File: config.mk
export PLATFORM = sky130hd
export DESIGN_NAME = dram_ctrl
export DESIGN_NICKNAME = d
export VERILOG_FILES = /design/src/rtl/dram_ctrl_pkg.sv /design/src/rtl/dram_refresh_timer.sv /design/src/rtl/dram_row_tracker.sv /design/src/rtl/dram_ctrl.sv
export SDC_FILE = /design/constraint.sdc
export NUM_CORES = 1
export LEC_CHECK = 0
export BUFFER_PORTS_ARGS = -buffer_cell sky130_fd_sc_hd__buf_4
export CAP_MARGIN = 20
export CORE_ASPECT_RATIO = 2
export CORE_MARGIN = 4
export CORE_UTILIZATION = 54
export DETAILED_ROUTE_END_ITERATION = 8
export PLACE_DENSITY = 0.85
export RECOVER_POWER = 25
export SETUP_SLACK_MARGIN = 0.02
export SKIP_LAST_GASP = 1
export SYNTH_ARGS = -nofsm -noshare
export SYNTH_HDL_FRONTEND = slang
export SYNTH_SLANG_ARGS = --single-unit
File: constraint.sdc
create_clock -name clk -period 4.05 [get_ports clk]
set_clock_uncertainty 0.15 [all_clocks]
set_input_delay 0.6075 -clock clk [delete_from_list [all_inputs] [get_ports clk]]
set_output_delay 0.6075 -clock clk [all_outputs]
set_load 0.01 [all_outputs]
File: src/rtl/dram_ctrl_pkg.sv
package dram_ctrl_pkg;

    typedef enum logic [2:0] {
        ST_IDLE,
        ST_PRE,
        ST_ACT,
        ST_CAS,
        ST_RDCAP,
        ST_RPRE,
        ST_REF
    } ctl_state_e;

endpackage

File: src/rtl/dram_refresh_timer.sv
module dram_refresh_timer #(
    parameter int INTERVAL = 64,
    parameter int ROW_W    = 4
) (
    input  logic             clk,
    input  logic             rst_n,
    input  logic             ref_done,
    output logic             ref_due,
    output logic [ROW_W-1:0] ref_row
);
    localparam int CW = (INTERVAL > 1) ? $clog2(INTERVAL) : 1;

    typedef struct packed {
        logic [CW-1:0]    cnt;
        logic             due;
        logic [ROW_W-1:0] row;
    } tmr_t;

    tmr_t q, d;
    logic wrap;

    always_comb begin
        d    = q;
        wrap = (q.cnt == CW'(INTERVAL - 1));
        d.cnt = wrap ? '0 : q.cnt + 1'b1;
        if (ref_done) begin
            d.due = 1'b0;
            d.row = q.row + 1'b1;
        end
        if (wrap) d.due = 1'b1;
    end

    always_ff @(posedge clk) begin
        if (!rst_n) q <= '0;
        else        q <= d;
    end

    assign ref_due = q.due;
    assign ref_row = q.row;

    AST_ROW_ADVANCE: assert property (@(posedge clk) disable iff (!rst_n)
        ref_done |=> (ref_row == $past(ref_row) + 1'b1)) else $error("refresh row index did not advance");

endmodule

File: src/rtl/dram_row_tracker.sv
module dram_row_tracker #(
    parameter int ROW_W = 4,
    parameter int CNT_W = 16
) (
    input  logic             clk,
    input  logic             rst_n,
    input  logic             act,
    input  logic             close,
    input  logic [ROW_W-1:0] act_row,
    input  logic [ROW_W-1:0] lookup_row,
    input  logic             count_hit,
    input  logic             count_miss,
    output logic             row_open,
    output logic             row_hit,
    output logic [CNT_W-1:0] hit_count,
    output logic [CNT_W-1:0] miss_count
);
    typedef struct packed {
        logic             open;
        logic [ROW_W-1:0] row;
        logic [CNT_W-1:0] hits;
        logic [CNT_W-1:0] misses;
    } trk_t;

    trk_t q, d;

    always_comb begin
        d = q;
        if (close) d.open = 1'b0;
        if (act) begin
            d.open = 1'b1;
            d.row  = act_row;
        end
        if (count_hit)  d.hits   = q.hits + 1'b1;
        if (count_miss) d.misses = q.misses + 1'b1;
    end

    always_ff @(posedge clk) begin
        if (!rst_n) q <= '0;
        else        q <= d;
    end

    assign row_open   = q.open;
    assign row_hit    = q.open && (q.row == lookup_row);
    assign hit_count  = q.hits;
    assign miss_count = q.misses;

    AST_NO_DOUBLE_ACT: assert property (@(posedge clk) disable iff (!rst_n)
        act |-> !row_open) else $error("activate while a row is open");
    AST_ONE_TALLY: assert property (@(posedge clk) disable iff (!rst_n)
        !(count_hit && count_miss)) else $error("request counted twice");

endmodule

File: src/rtl/dram_ctrl.sv
module dram_ctrl
    import dram_ctrl_pkg::*;
#(
    parameter int ROW_W          = 4,
    parameter int COL_W          = 3,
    parameter int LANES          = 8,
    parameter int LANE_W         = 8,
    parameter int REF_WINDOW_CYC = 3_200_000,
    parameter int CNT_W          = 16,
    localparam int ADDR_W        = ROW_W + COL_W,
    localparam int WORD_W        = LANES * LANE_W,
    localparam int MA_W          = (ROW_W > COL_W) ? ROW_W : COL_W
) (
    input  logic              clk,
    input  logic              rst_n,
    input  logic              req_valid,
    output logic              req_ready,
    input  logic              req_write,
    input  logic [ADDR_W-1:0] req_addr,
    input  logic [WORD_W-1:0] req_wdata,
    output logic              rsp_valid,
    output logic [WORD_W-1:0] rsp_rdata,
    output logic              wr_ack,
    output logic [CNT_W-1:0]  hit_count,
    output logic [CNT_W-1:0]  miss_count,
    output logic              mem_pre,
    output logic              mem_act,
    output logic              mem_cas,
    output logic              mem_we,
    output logic              mem_ref,
    output logic [MA_W-1:0]   mem_addr,
    output logic [WORD_W-1:0] mem_wdata,
    input  logic [WORD_W-1:0] mem_rdata
);
    localparam int ROWS        = 1 << ROW_W;
    localparam int REF_SPACING = (REF_WINDOW_CYC / ROWS > 1) ? REF_WINDOW_CYC / ROWS : 2;
    localparam int AGE_W       = 4;

    typedef struct packed {
        ctl_state_e        state;
        logic              wr;
        logic [ROW_W-1:0]  row;
        logic [COL_W-1:0]  col;
        logic [WORD_W-1:0] wdata;
        logic [WORD_W-1:0] rdata;
        logic              rsp_valid;
        logic              wr_ack;
        logic [AGE_W-1:0]  due_age;
    } ctl_t;

    ctl_t q, d;

    logic             ref_due;
    logic [ROW_W-1:0] ref_row;
    logic             row_open;
    logic             row_hit;
    logic             accept;
    logic [ROW_W-1:0] req_row;
    logic [COL_W-1:0] req_col;
    logic [WORD_W-1:0] rd_word;
    logic             lane_drive;

    assign req_col = req_addr[COL_W-1:0];
    assign req_row = req_addr[ADDR_W-1:COL_W];

    dram_refresh_timer #(
        .INTERVAL (REF_SPACING),
        .ROW_W    (ROW_W)
    ) u_timer (
        .clk      (clk),
        .rst_n    (rst_n),
        .ref_done (q.state == ST_REF),
        .ref_due  (ref_due),
        .ref_row  (ref_row)
    );

    dram_row_tracker #(
        .ROW_W (ROW_W),
        .CNT_W (CNT_W)
    ) u_rows (
        .clk        (clk),
        .rst_n      (rst_n),
        .act        (mem_act),
        .close      (mem_pre || mem_ref),
        .act_row    (q.row),
        .lookup_row (req_row),
        .count_hit  (accept && row_hit),
        .count_miss (accept && !row_hit),
        .row_open   (row_open),
        .row_hit    (row_hit),
        .hit_count  (hit_count),
        .miss_count (miss_count)
    );

    // byte lanes: device k owns bits k*LANE_W +: LANE_W
    assign lane_drive = (q.state == ST_CAS) && q.wr;
    for (genvar k = 0; k < LANES; k++) begin : g_lane
        assign mem_wdata[k*LANE_W +: LANE_W] = lane_drive ? q.wdata[k*LANE_W +: LANE_W] : '0;
        assign rd_word[k*LANE_W +: LANE_W]   = mem_rdata[k*LANE_W +: LANE_W];
    end

    always_comb begin
        d           = q;
        d.rsp_valid = 1'b0;
        d.wr_ack    = 1'b0;
        accept      = 1'b0;
        d.due_age   = (ref_due && q.due_age != '1) ? q.due_age + 1'b1 : (ref_due ? q.due_age : '0);
        unique case (q.state)
            ST_IDLE: begin
                if (ref_due) begin
                    d.state = row_open ? ST_RPRE : ST_REF;
                end else if (req_valid) begin
                    accept  = 1'b1;
                    d.wr    = req_write;
                    d.row   = req_row;
                    d.col   = req_col;
                    d.wdata = req_wdata;
                    if (row_hit)       d.state = ST_CAS;
                    else if (row_open) d.state = ST_PRE;
                    else               d.state = ST_ACT;
                end
            end
            ST_PRE:  d.state = ST_ACT;
            ST_ACT:  d.state = ST_CAS;
            ST_CAS: begin
                if (q.wr) begin
                    d.wr_ack = 1'b1;
                    d.state  = ST_IDLE;
                end else begin
                    d.state  = ST_RDCAP;
                end
            end
            ST_RDCAP: begin
                d.rdata     = rd_word;
                d.rsp_valid = 1'b1;
                d.state     = ST_IDLE;
            end
            ST_RPRE: d.state = ST_REF;
            ST_REF:  d.state = ST_IDLE;
            default: d.state = ST_IDLE;
        endcase
    end

    always_ff @(posedge clk) begin
        if (!rst_n) q <= '0;
        else        q <= d;
    end

    assign req_ready = (q.state == ST_IDLE) && !ref_due;
    assign rsp_valid = q.rsp_valid;
    assign rsp_rdata = q.rdata;
    assign wr_ack    = q.wr_ack;
    assign mem_pre   = (q.state == ST_PRE) || (q.state == ST_RPRE);
    assign mem_act   = (q.state == ST_ACT);
    assign mem_cas   = (q.state == ST_CAS);
    assign mem_we    = (q.state == ST_CAS) && q.wr;
    assign mem_ref   = (q.state == ST_REF);

    always_comb begin
        unique case (q.state)
            ST_ACT:  mem_addr = MA_W'(q.row);
            ST_CAS:  mem_addr = MA_W'(q.col);
            ST_REF:  mem_addr = MA_W'(ref_row);
            default: mem_addr = '0;
        endcase
    end

    AST_ONE_CMD: assert property (@(posedge clk) disable iff (!rst_n)
        $onehot0({mem_pre, mem_act, mem_cas, mem_ref})) else $error("two commands in one cycle");
    AST_PRE_THEN_ACT: assert property (@(posedge clk) disable iff (!rst_n)
        mem_pre |=> (mem_act || mem_ref)) else $error("precharge not followed by activate or refresh");
    AST_ACT_THEN_CAS: assert property (@(posedge clk) disable iff (!rst_n)
        mem_act |=> mem_cas) else $error("activate not followed by column access");
    AST_CAS_ON_OPEN: assert property (@(posedge clk) disable iff (!rst_n)
        mem_cas |-> row_open) else $error("column access with no open row");
    AST_RD_RESP: assert property (@(posedge clk) disable iff (!rst_n)
        (mem_cas && !mem_we) |=> ##1 rsp_valid) else $error("read response late");
    AST_RSP_PULSE: assert property (@(posedge clk) disable iff (!rst_n)
        rsp_valid |=> !rsp_valid) else $error("read pulse too long");
    AST_WR_ACK: assert property (@(posedge clk) disable iff (!rst_n)
        (mem_cas && mem_we) |=> wr_ack) else $error("write ack missing");
    AST_REF_CLOSED: assert property (@(posedge clk) disable iff (!rst_n)
        mem_ref |-> !row_open) else $error("refresh with open row");
    AST_REF_BLOCKS: assert property (@(posedge clk) disable iff (!rst_n)
        ref_due |-> !req_ready) else $error("request accepted over pending refresh");
    AST_REF_PROMPT: assert property (@(posedge clk) disable iff (!rst_n)
        q.due_age <= AGE_W'(8)) else $error("refresh waited too long");

endmodule

# Word level (Yosys, flattened, before mapping)
# Cells that the tools add are included.
[word_totals]
regBits = 201
word_cells = 70
[classes]
n_addsub = 4
n_eq_ne = 9
mux = 25
n_bitwise = 2
reduce_logical = 15
[ops]
columns = ["op", "count"]
rows = [
  ["2-to-1 mux 75 bit", 1],
  ["2-to-1 mux 8 bit", 8],
  ["adder 16 x 1 -> 16 bit (second input constant)", 2],
  ["adder 18 x 1 -> 18 bit (second input constant)", 1],
  ["equality test 18 bit (second input constant)", 1],
  ["one-hot mux 3 bit (5 select lines)", 1],
  ["one-hot mux 4 bit (3 select lines)", 1],
  ["2-to-1 mux 5 bit", 2],
  ["equality test 3 bit (second input constant)", 3],
  ["2-to-1 mux 3 bit", 3],
  ["2-to-1 mux 1 bit", 7],
  ["equality test 3 x 2 -> 1 bit (second input constant)", 2],
  ["logical AND 1 bit", 5],
  ["adder 4 x 1 -> 4 bit (second input constant)", 1],
  ["equality test 4 bit", 1],
  ["2-to-1 mux 2 bit", 2],
  ["nonzero test 2 bit", 2],
  ["equality test 3 x 1 -> 1 bit (second input constant)", 1],
  ["logical NOT 3 bit", 1],
  ["!= test 3 x 2 -> 1 bit (second input constant)", 1],
  ["AND reduction 3 bit", 1],
  ["logical NOT 1 bit", 2],
  ["logical OR 1 bit", 2],
  ["NOT 1 bit", 2],
  ["other kinds (2)", 2],
]

# Longest topological paths before layout
# Gate-level depths: netlist of run 1.
[depth]
ltp_word = 6
ltp_mapped = 8

# Modules after synthesis
# From an unflattened synthesis of run 1, not the netlist that was laid out.
[unflattened]
cells_unflattened = 1112
area_unflattened_um2 = 9575.4
[modules_own_cells]
columns = ["mod", "n_inst", "cells_each", "area_each_um2", "seq_area_each_um2"]
rows = [
  ["dram_ctrl", 1, 776, 6607.6, 2822.7],
  ["dram_row_tracker", 1, 221, 1920.6, 740.7],
  ["dram_refresh_timer", 1, 115, 1047.3, 460.4],
]

# Worst setup path before layout of run 1
# OpenSTA, ideal clock, no wires.
[synth_timing]
kind = "reg2out"
startpoint = "register q[143] (netlist bit)"
endpoint = "output mem_wdata[20]"
arrival_ns = 1.459
required_ns = 3.293
slack_ns = 1.834
stages_incl_launch_ff = 6
cell_sequence = "dfxtp_1 > clkbuf_1 > and3_1 > clkbuf_1 > clkbuf_1 > and3_1"
[synth_between]
elab_chain_cells = 3
[synth_lines]
columns = ["element", "line", "text"]
rows = [
  ["start: declaration", "dram_ctrl.sv:51", "ctl_t q, d;"],
  ["start signal: assignment", "dram_ctrl.sv:145", "if (!rst_n) q <= '0;"],
  ["start signal: assignment", "dram_ctrl.sv:146", "else q <= d;"],
  ["equality test 3 x 2 -> 1 bit", "dram_ctrl.sv:96", "assign lane_drive = (q.state == ST_CAS) && q.wr;"],
  ["logical AND 1 bit", "dram_ctrl.sv:96", ""],
  ["2-to-1 mux 8 bit", "dram_ctrl.sv:98", "assign mem_wdata[k*LANE_W +: LANE_W] = lane_drive ? q.wdata[k*LANE_W +: LANE_W] : '0;"],
  ["end: declaration", "dram_ctrl.sv:32", "output logic [WORD_W-1:0] mem_wdata,"],
]
# Every way passes these cells.

# Worst setup path after layout of run 1
[layout_timing]
startpoint = "register q[142] (netlist bit)"
endpoint = "output mem_wdata[45]"
# Same word-level chain as after synthesis.

==> impl_metrics.ini, run 1 <==
[critical_path]
crit_end = mem_wdata[45]
r2r_slack_ps = 1110
arrival_ps = 2520
r2r-start = q[144]$_SDFFE_PN0P_
crit_type = flip-flop to output pin
crit_path_end_kind = output pin
crit_start = q[142]$_SDFFE_PN0P_
crit_fanout = 67
cp.required_ps = 3290
ff2ff_path_depth = 6
critPathLaunchType = flip-flop
reg2reg_to = q[114]$_SDFFE_PN0P_

[place]
dp_hpwl_mm = 18.2
pre_cts_slack_ps = 1240
post-place-cells = 1498
port_buffers = 310
gp_congestion = 0.833

[detailed_routing]
routedWlPerCell_um = 17.0
dr_total_vias = 8275
drc_errors = 0
wl_mm = 26.0
ant_nets = 0
first_pass_iters = 4
via_per_inst = 5.40
drtIter0Drc = 257

[synthesis]
yosysMostFrequentCell = nand2_1
seq_area_frac_synth_pct = 44.2
synth_cell_types = 50
synth-edff-count = 0
async_flop_share_pct = 0
synth-main-ff-cell = dfxtp_1
synth_common_cells = nand2_1, dfxtp_1, a21oi_1
ys_warn_count = 0
ys_ff_latch = 201
synth_cells = 1152
yosys.area.top_type_share_pct = 44.2
syn_nets = 1295
avgSynthCellArea_um2 = 7.90
post-synth-top-area-cell = dfxtp_1
syn_area_um2 = 9100
synth_area_leaders = dfxtp_1, nand2_1, a21oi_1

[final_layout]
final_cells = 1531
nets = 1458
multiInputGateArea_um2 = 3990
area_delta_synth_final_pct = 21.4
layout-drive-gt1-share_pct = 21.0
seq_area_um2 = 4020
diodes = 0
fillers = 1432

[run_status]
outcome = complete, but fails checks
violations = max-capacitance violations, max-slew violations

[sta]
worst_slack_ps = 777
fin_crit_sh_pct = 80.8
hold_slack_ps = 207
timing.setup.tns_ps = 0
hold_viol_final = 0
finalSetupViolations = 0
rsz0062_at_grt = false
fin_crit_ps = 3270
fmax_mhz = 306
slew_violations = 82
slew_headroom_pct = -78.8
worst_pin_slew_ps = 2680

[clocking]
post_cts_buffers = 0
clock-root-buffer = clkbuf_16
clock-sinks = 201
clockBufferDepth = 3
cts_tree = yes
clock_latency_ps = 490
numCtsBuffers = 19
cts.clk_slew.worst_paths_ps = 70
cts_resized = 0
cts_max_level = 1
ctsHoldBuffers = 0

[global_route]
grt_pass1_vias = 7816
grt_overflow_total = 0
antenna_found_initial = 0
grt_pass1_wl_mm = 39.8
grt_max_degree = 83
grt_usage_pct = 25.5

[floorplan]
die_area_um2 = 19100
die_h_um = 192
core_area_um2 = 16400
start_util_pct = 55.4
die_w_um = 99.8
ios = 311
rows = 66

[hold_path]
hold_path_class = primary input to flip-flop
hold_start = mem_rdata[16]

[power_and_ir_drop]
p_total_uw = 4310
ir_drop_v = 0.000420
powerDensity_nw_per_um2 = 390
p_leak_uw = 0.00456

[flow_run]
max_cap_violations = 1
cell usage in the layout (no fill, tap or decap), types with 4 or more instances in the layout:
master | synthesis | final
a2111oi_0 | 4 | 4
xnor2_1 | 13 | 13
o21ai_0 | 9 | 9
xor2_1 | 5 | 5
buf_4 | 97 | 235
nor3_1 | 4 | 4
dfxtp_1 | 201 | 201
and4_1 | 5 | 5
a21oi_1 | 149 | 149
nand2_1 | 320 | 319
and3_1 | 69 | 68
ha_1 | 4 | 4
nor4_1 | 8 | 9
a211oi_1 | 8 | 8
nand4_1 | 12 | 12
nor2_1 | 29 | 29
clkbuf_16 | 0 | 19
nand2b_1 | 23 | 23
clkbuf_1 | 67 | 83
mux2i_1 | 30 | 30
or3_1 | 5 | 5
clkbuf_8 | 0 | 5
o41ai_1 | 7 | 7
and2_1 | 6 | 5
nand3_1 | 17 | 17
clkinv_2 | 0 | 5
inv_1 | 12 | 13
o311ai_0 | 7 | 7
power by group:
group	total, µW	leakage, µW	internal [µW]	switching (µW)
Clock	1800	0.000316	1030	776
Combinational	403	0.00261	176	227
Sequential	2100	0.00163	2050	52.9
Total	4310	0.00456	3250	1060
routing by layer:
layer / share of wire, % / track usage, % / wire (µm)
met1: 36 / 28.3 / 9330
met3: 5.6 / 3.29 / 1450
met2: 54 / 47.5 / 14000
met5: 0 / 0 / 0
met4: 4.7 / 11.1 / 1210
layout make-up:
class,count,area share [%]
clock buffer,24,4.93
clock inverter,9,0.793
inverter,13,0.442
multi-input combinational,761,36.1
sequential,201,36.4
tap,204,2.31
timing repair buffer,319,19.0
cells by family (layout without fill, tap and decap cells):
group / after synthesis / count (layout) / synth area share, %
xor+xnor: 18 / 18 / 1.73
fa+ha+maj: 4 / 4 / 0.550
compound gates: 195 / 195 / 12.3
mux: 30 / 30 / 3.30
buf+inv: 190 / 365 / 12.0
flops: 201 / 201 / 44.2
simple gates: 514 / 514 / 25.9
metrics by stage:
stage / instance area, µm² / util [%]
final: 11000 / 67.2
after global routing: 11000 / 67.2
after CTS: 11400 / 69.2
after detailed placement: 10700 / 65.3
after global placement: 10700 / 65.3
after floorplan: 9100 / -
flip-flops by register name, indices dropped and copies added (netlist names):
name / flops
q: 75
rsp_rdata: 64
rsp_valid: 1
u_rows.hit_count: 16
u_rows.miss_count: 16
u_rows.q: 4
u_rows.row_open: 1
u_timer.q: 18
u_timer.ref_due: 1
u_timer.ref_row: 4
wr_ack: 1
worst min path at each step:
stage	end	slack, ps	depth (start not counted)
2_1_floorplan	u_timer.q[5]$_SDFF_PP0_	280	1
3_3_place_gp	q[112]$_SDFFE_PN0P_	290	2
3_5_place_dp	q[92]$_SDFFE_PN0P_	290	2
4_1_cts	rsp_rdata[38]$_SDFFE_PN0P_	190	3
5_1_grt	q[89]$_SDFFE_PN0P_	200	3
6_report	rsp_rdata[16]$_SDFFE_PN0P_	210	3
critical path: stages (launching register included):
cell and delay, ps:
dfxtp_1 620, and3_2 920, and3_1 310, buf_4 140
No activity file was read; power rests on OpenSTA's default activity.
==> run 2, diff against run 1 <==
--- a/config.mk
+++ b/config.mk
@@ -9,9 +9,9 @@
 export CAP_MARGIN = 20
 export CORE_ASPECT_RATIO = 2
 export CORE_MARGIN = 4
-export CORE_UTILIZATION = 54
+export CORE_UTILIZATION = 51
 export DETAILED_ROUTE_END_ITERATION = 8
-export PLACE_DENSITY = 0.85
+export PLACE_DENSITY = 0.81
 export RECOVER_POWER = 25
 export SETUP_SLACK_MARGIN = 0.02
 export SKIP_LAST_GASP = 1
==> constraint.sdc (replaced) <==
create_clock -name clk -period 3.3 [get_ports clk]
set_clock_uncertainty 0.15 [all_clocks]
set_input_delay 0.495 -clock clk [delete_from_list [all_inputs] [get_ports clk]]
set_output_delay 0.495 -clock clk [all_outputs]
set_load 0.01 [all_outputs]
==> impl_metrics.ini, run 2 (synthesized netlist as in run 1, its figures left out) <==
[run_status]
outcome = completed

[flow_run]
max_cap_violations = 0

[floorplan]
rows = 68
die_area_um2 = 20200
die_h_um = 197
start_util_pct = 52.4
core_area_um2 = 17400
ios = 311
die_w_um = 102

[power_and_ir_drop]
p_seq_share_pct = 49.4
p_leak_uw = 0.00455
power_frac_comb_pct = 9.7
ir_drop_v = 0.000387
switching_share_pct = 23.8
p_int_uw = 3970
pwr-share-clk_pct = 40.9
powerDensity_nw_per_um2 = 471
p_switching_uw = 1240

[sta]
rsz0062_at_grt = false
timing.setup.tns_ps = 0
fin_crit_ps = 3060
slew_violations = 0
finalSetupViolations = 0
fmax_mhz = 327
hold_viol_final = 0
fin_crit_sh_pct = 92.8
slew_headroom_pct = 37.4
worst_pin_slew_ps = 938

[clocking]
clockBufferDepth = 3
cts.clk_slew.worst_paths_ps = 60
cts_tree = yes
clock-root-buffer = clkbuf_16
clock_latency_ps = 470
post_cts_buffers = 0
cts_resized = 0
numCtsBuffers = 19
clock-sinks = 201
cts_max_level = 1
ctsHoldBuffers = 0

[place]
post-place-cells = 1508
gp_congestion = 0.870
dp_hpwl_mm = 18.4
port_buffers = 310

[final_layout]
final_cell_mix = nand2_1, buf_4, dfxtp_1
final_cells = 1541
largest_register_ffs = 75
fillers = 1616
diodes = 0
final_common_cell = nand2_1
multiInputGateArea_um2 = 4000
area_delta_synth_final_pct = 21.5
seq_area_um2 = 4020
top_register = q
layout-drive-gt1-share_pct = 20.6
nets = 1462

[detailed_routing]
dr_total_vias = 8255
wl_mm = 25.4
drtIter0Drc = 279
routedWlPerCell_um = 16.5
drc_errors = 0
via_per_inst = 5.36
ant_nets = 0
first_pass_iters = 5

[global_route]
grt_pass1_vias = 7710
grt_usage_pct = 23.9
grt_pass1_wl_mm = 39.3
grt_overflow_total = 0
antenna_found_initial = 0
grt_max_degree = 70

[critical_path]
arrival_ps = 2420
crit_type = flip-flop to output pin
cp.required_ps = 2650
crit_fanout = 67
crit_path_end_kind = output pin
critPathLaunchType = flip-flop

[hold_path]
hold_path_class = primary input to flip-flop
-- run 2: cell count changes in the layout (fill, tap and decap cells not counted), sizes merged --
cell | before | now
clkbuf | 107 | 117
clkinvlp | 1 | 0
buf | 236 | 237
clkinv | 5 | 1
inv | 15 | 13
-- run 2: final timing paths --
path	slack (ps)	cells past startpoint	start	endpoint
worst max-delay path	240	3	q[142]$_SDFFE_PN0P_	mem_wdata[60]
worst min-delay path	110	3	mem_rdata[62]	rsp_rdata[62]$_SDFFE_PN0P_
worst max register to register	850	6	q[142]$_SDFFE_PN0P_	q[111]$_SDFFE_PN0P_
worst min register to register	300	2	q[115]$_SDFFE_PN0P_	q[115]$_SDFFE_PN0P_
-- run 2: area by class of cell --
cell class	count	area share [%]
sequential	201	36.4
inverter	13	0.464
tap	210	2.38
clock buffer	31	5.07
timing repair buffer	323	19.2
multi-input combinational	761	36.1
clock inverter	2	0.317
-- run 2: critical path, cell delays in order (launching register included) --
cell and delay, ps:
dfxtp_1 600, and3_2 880, and3_1 310, buf_4 130
-- run 2: metrics by stage --
stage | total power (µW) | setup WS (ps) | hold WS, ps | area [µm²] | utilization (%)
2_1_floorplan | 2900 | 1200 | 280 | 9100 | -
3_3_place_gp | 3120 | 869 | 289 | 10800 | 62.1
3_5_place_dp | 3140 | 753 | 293 | 10800 | 62.1
4_1_cts | 5280 | 205 | 92.0 | 11400 | 65.6
5_1_grt | 5430 | 57.9 | 101 | 11100 | 63.7
6_report | 5210 | 238 | 114 | 11100 | 63.7
-- run 2: power groups by stage --
stage	clock, µW	combinational [µW]	sequential [µW]
2_1_floorplan	0	303	2600
3_3_place_gp	0	495	2630
3_5_place_dp	0	508	2630
4_1_cts	2200	512	2570
5_1_grt	2280	562	2580
6_report	2130	506	2570
-- run 2: routing by layer --
metal | GRT usage (%) | wire length [µm] | vias to the layer above
met5 | 0 | 0 | -
li1 | - | - | 4096
met2 | 43.3 | 13600 | 285
met4 | 11.8 | 1320 | 0
met1 | 26.3 | 8810 | 3794
met3 | 3.72 | 1720 | 80
==> run 3, diff against run 2 <==
--- a/config.mk
+++ b/config.mk
@@ -9,9 +9,8 @@
 export CAP_MARGIN = 20
 export CORE_ASPECT_RATIO = 2
 export CORE_MARGIN = 4
-export CORE_UTILIZATION = 51
+export CORE_UTILIZATION = 38
 export DETAILED_ROUTE_END_ITERATION = 8
-export PLACE_DENSITY = 0.81
 export RECOVER_POWER = 25
 export SETUP_SLACK_MARGIN = 0.02
 export SKIP_LAST_GASP = 1
==> impl_metrics.ini, run 3 (synthesized netlist as in run 1, its figures left out) <==
[critical_path]
critPathLaunchType = flip-flop
critical_path.cell_chain = and3_2 -> buf_4 -> and3_1 -> buf_4
arrival_ps = 2260
max_stage_delay_ps = 620
crit_path_end_kind = output pin
cp.required_ps = 2650
crit_top_cell = buf_4
reg2reg_to = u_rows.miss_count[5]$_SDFFE_PN0P_
ff2ff_path_depth = 5
cp_slowest_cell = dfxtp_1
r2r_slack_ps = 610
r2r-start = q[144]$_SDFFE_PN0P_
crit_family = simple AND/OR/NAND/NOR gates
crit_type = flip-flop to output pin
crit_fanout = 29
critPathBufInv = 2

[global_route]
antenna_found_initial = 2
grt_pass1_wl_mm = 41.8
grt_usage_pct = 19.4
grt_overflow_total = 0
grt_pass1_vias = 7486
grt_max_degree = 70

[hold_path]
hold_start = req_wdata[49]
min_path_cells = 3
hold_path_class = primary input to flip-flop
min_to = q[119]$_SDFFE_PN0P_

[power_and_ir_drop]
ir_drop_v = 0.000266
p_seq_share_pct = 48.7
power_frac_comb_pct = 9.7
switching_share_pct = 24.3
powerDensity_nw_per_um2 = 470
p_int_uw = 3990
pwr-share-clk_pct = 41.5
p_switching_uw = 1280
p_leak_uw = 0.00458

[floorplan]
die_w_um = 117
die_h_um = 227
rows = 79
core_area_um2 = 23400
ios = 311
die_area_um2 = 26600
start_util_pct = 38.8

[place]
post-place-cells = 1585
place_area_um2 = 10900
dp_hpwl_mm = 20.2
port_buffers = 310
gp_congestion = 0.803

[final_layout]
largest_register_ffs = 75
final_area_um2 = 11200
area_delta_synth_final_pct = 23.3
top_register = q
final_cell_mix = nand2_1, buf_4, dfxtp_1
layout-drive-gt1-share_pct = 21.2
final_common_cell = nand2_1
final_cells = 1621
nets = 1467

[sta]
slew_violations = 0
hold_viol_final = 0
fin_crit_sh_pct = 87.9
finalSetupViolations = 0
fmax_mhz = 345
hold_slack_ps = 93.7
worst_pin_slew_ps = 770
slew_headroom_pct = 48.7
rsz0062_at_grt = false
timing.setup.tns_ps = 0
fin_crit_ps = 2900

[detailed_routing]
routedWlPerCell_um = 17.2
wl_mm = 27.9
drtIter0Drc = 526
via_per_inst = 5.02
first_pass_iters = 4
ant_nets = 0
dr_total_vias = 8139
drc_errors = 0

[clocking]
post_cts_buffers = 0
cts_resized = 0
ctsHoldBuffers = 0
clock_latency_ps = 490
clock-sinks = 201
clockBufferDepth = 3
clock-root-buffer = clkbuf_16
cts_max_level = 1
cts_tree = yes
numCtsBuffers = 20
cts.clk_slew.worst_paths_ps = 60

[flow_run]
max_cap_violations = 0

[run_status]
outcome = completed
## run 3: through the flow
| step | total power (µW) | setup slack [ps] | utilization [%] |
|---|---|---|---|
| 5_1_grt | 5510 | 262 | 47.9 |
| 3_5_place_dp | 3150 | 918 | 46.5 |
| 2_1_floorplan | 2900 | 1200 | - |
| 4_1_cts | 5360 | 368 | 49.2 |
| 3_3_place_gp | 3140 | 903 | 46.5 |
| 6_report | 5270 | 400 | 47.9 |
## run 3: how the worst max path moves through the flow
stage	startpoint	to	slack (ps)	cells past startpoint
global placement	q[144]$_SDFFE_PN0P_	u_rows.miss_count[7]$_SDFFE_PN0P_	900	5
finish	q[142]$_SDFFE_PN0P_	mem_wdata[46]	400	4
floorplan	q[143]$_SDFFE_PN0P_	mem_wdata[20]	1200	5
CTS	q[142]$_SDFFE_PN0P_	mem_wdata[16]	370	4
detailed placement	q[142]$_SDFFE_PN0P_	mem_wdata[16]	920	4
global route	q[142]$_SDFFE_PN0P_	mem_wdata[16]	260	4
## run 3: area by class of cell
type | count | area, µm²
Antenna cell | 2 | 5.00
Clock buffer | 30 | 599
Sequential cell | 201 | 4020
Tap cell | 283 | 354
Timing Repair Buffer | 327 | 2160
Inverter | 13 | 51.3
Multi-Input combinational cell | 761 | 4000
Fill cell | 2431 | 12200
Clock inverter | 4 | 25.0
## run 3: per-layer routing
metal	routed length, µm	vias to the layer above	part of all wire (%)	global-route usage [%]
li1	-	4104	-	-
met3	1380	57	4.9	3.44
met2	15300	235	55	37.2
met4	1130	0	4.0	9.62
met5	0	-	0	0
met1	10100	3743	36	20.2
## run 3: tightest hold or removal path: cells and delay by family
family | cells | cell delay, ps
buffers and inverters | 1 | 100
AO/OA/AOI/OAI | 1 | 50
AND/OR/NAND/NOR | 1 | 40
## run 3: power by group through the flow
stage / sequential, µW / combinational [µW] / clock, µW
3_3_place_gp: 2620 / 519 / 0
5_1_grt: 2580 / 570 / 2360
2_1_floorplan: 2600 / 303 / 0
6_report: 2570 / 512 / 2190
3_5_place_dp: 2620 / 523 / 0
4_1_cts: 2570 / 525 / 2260
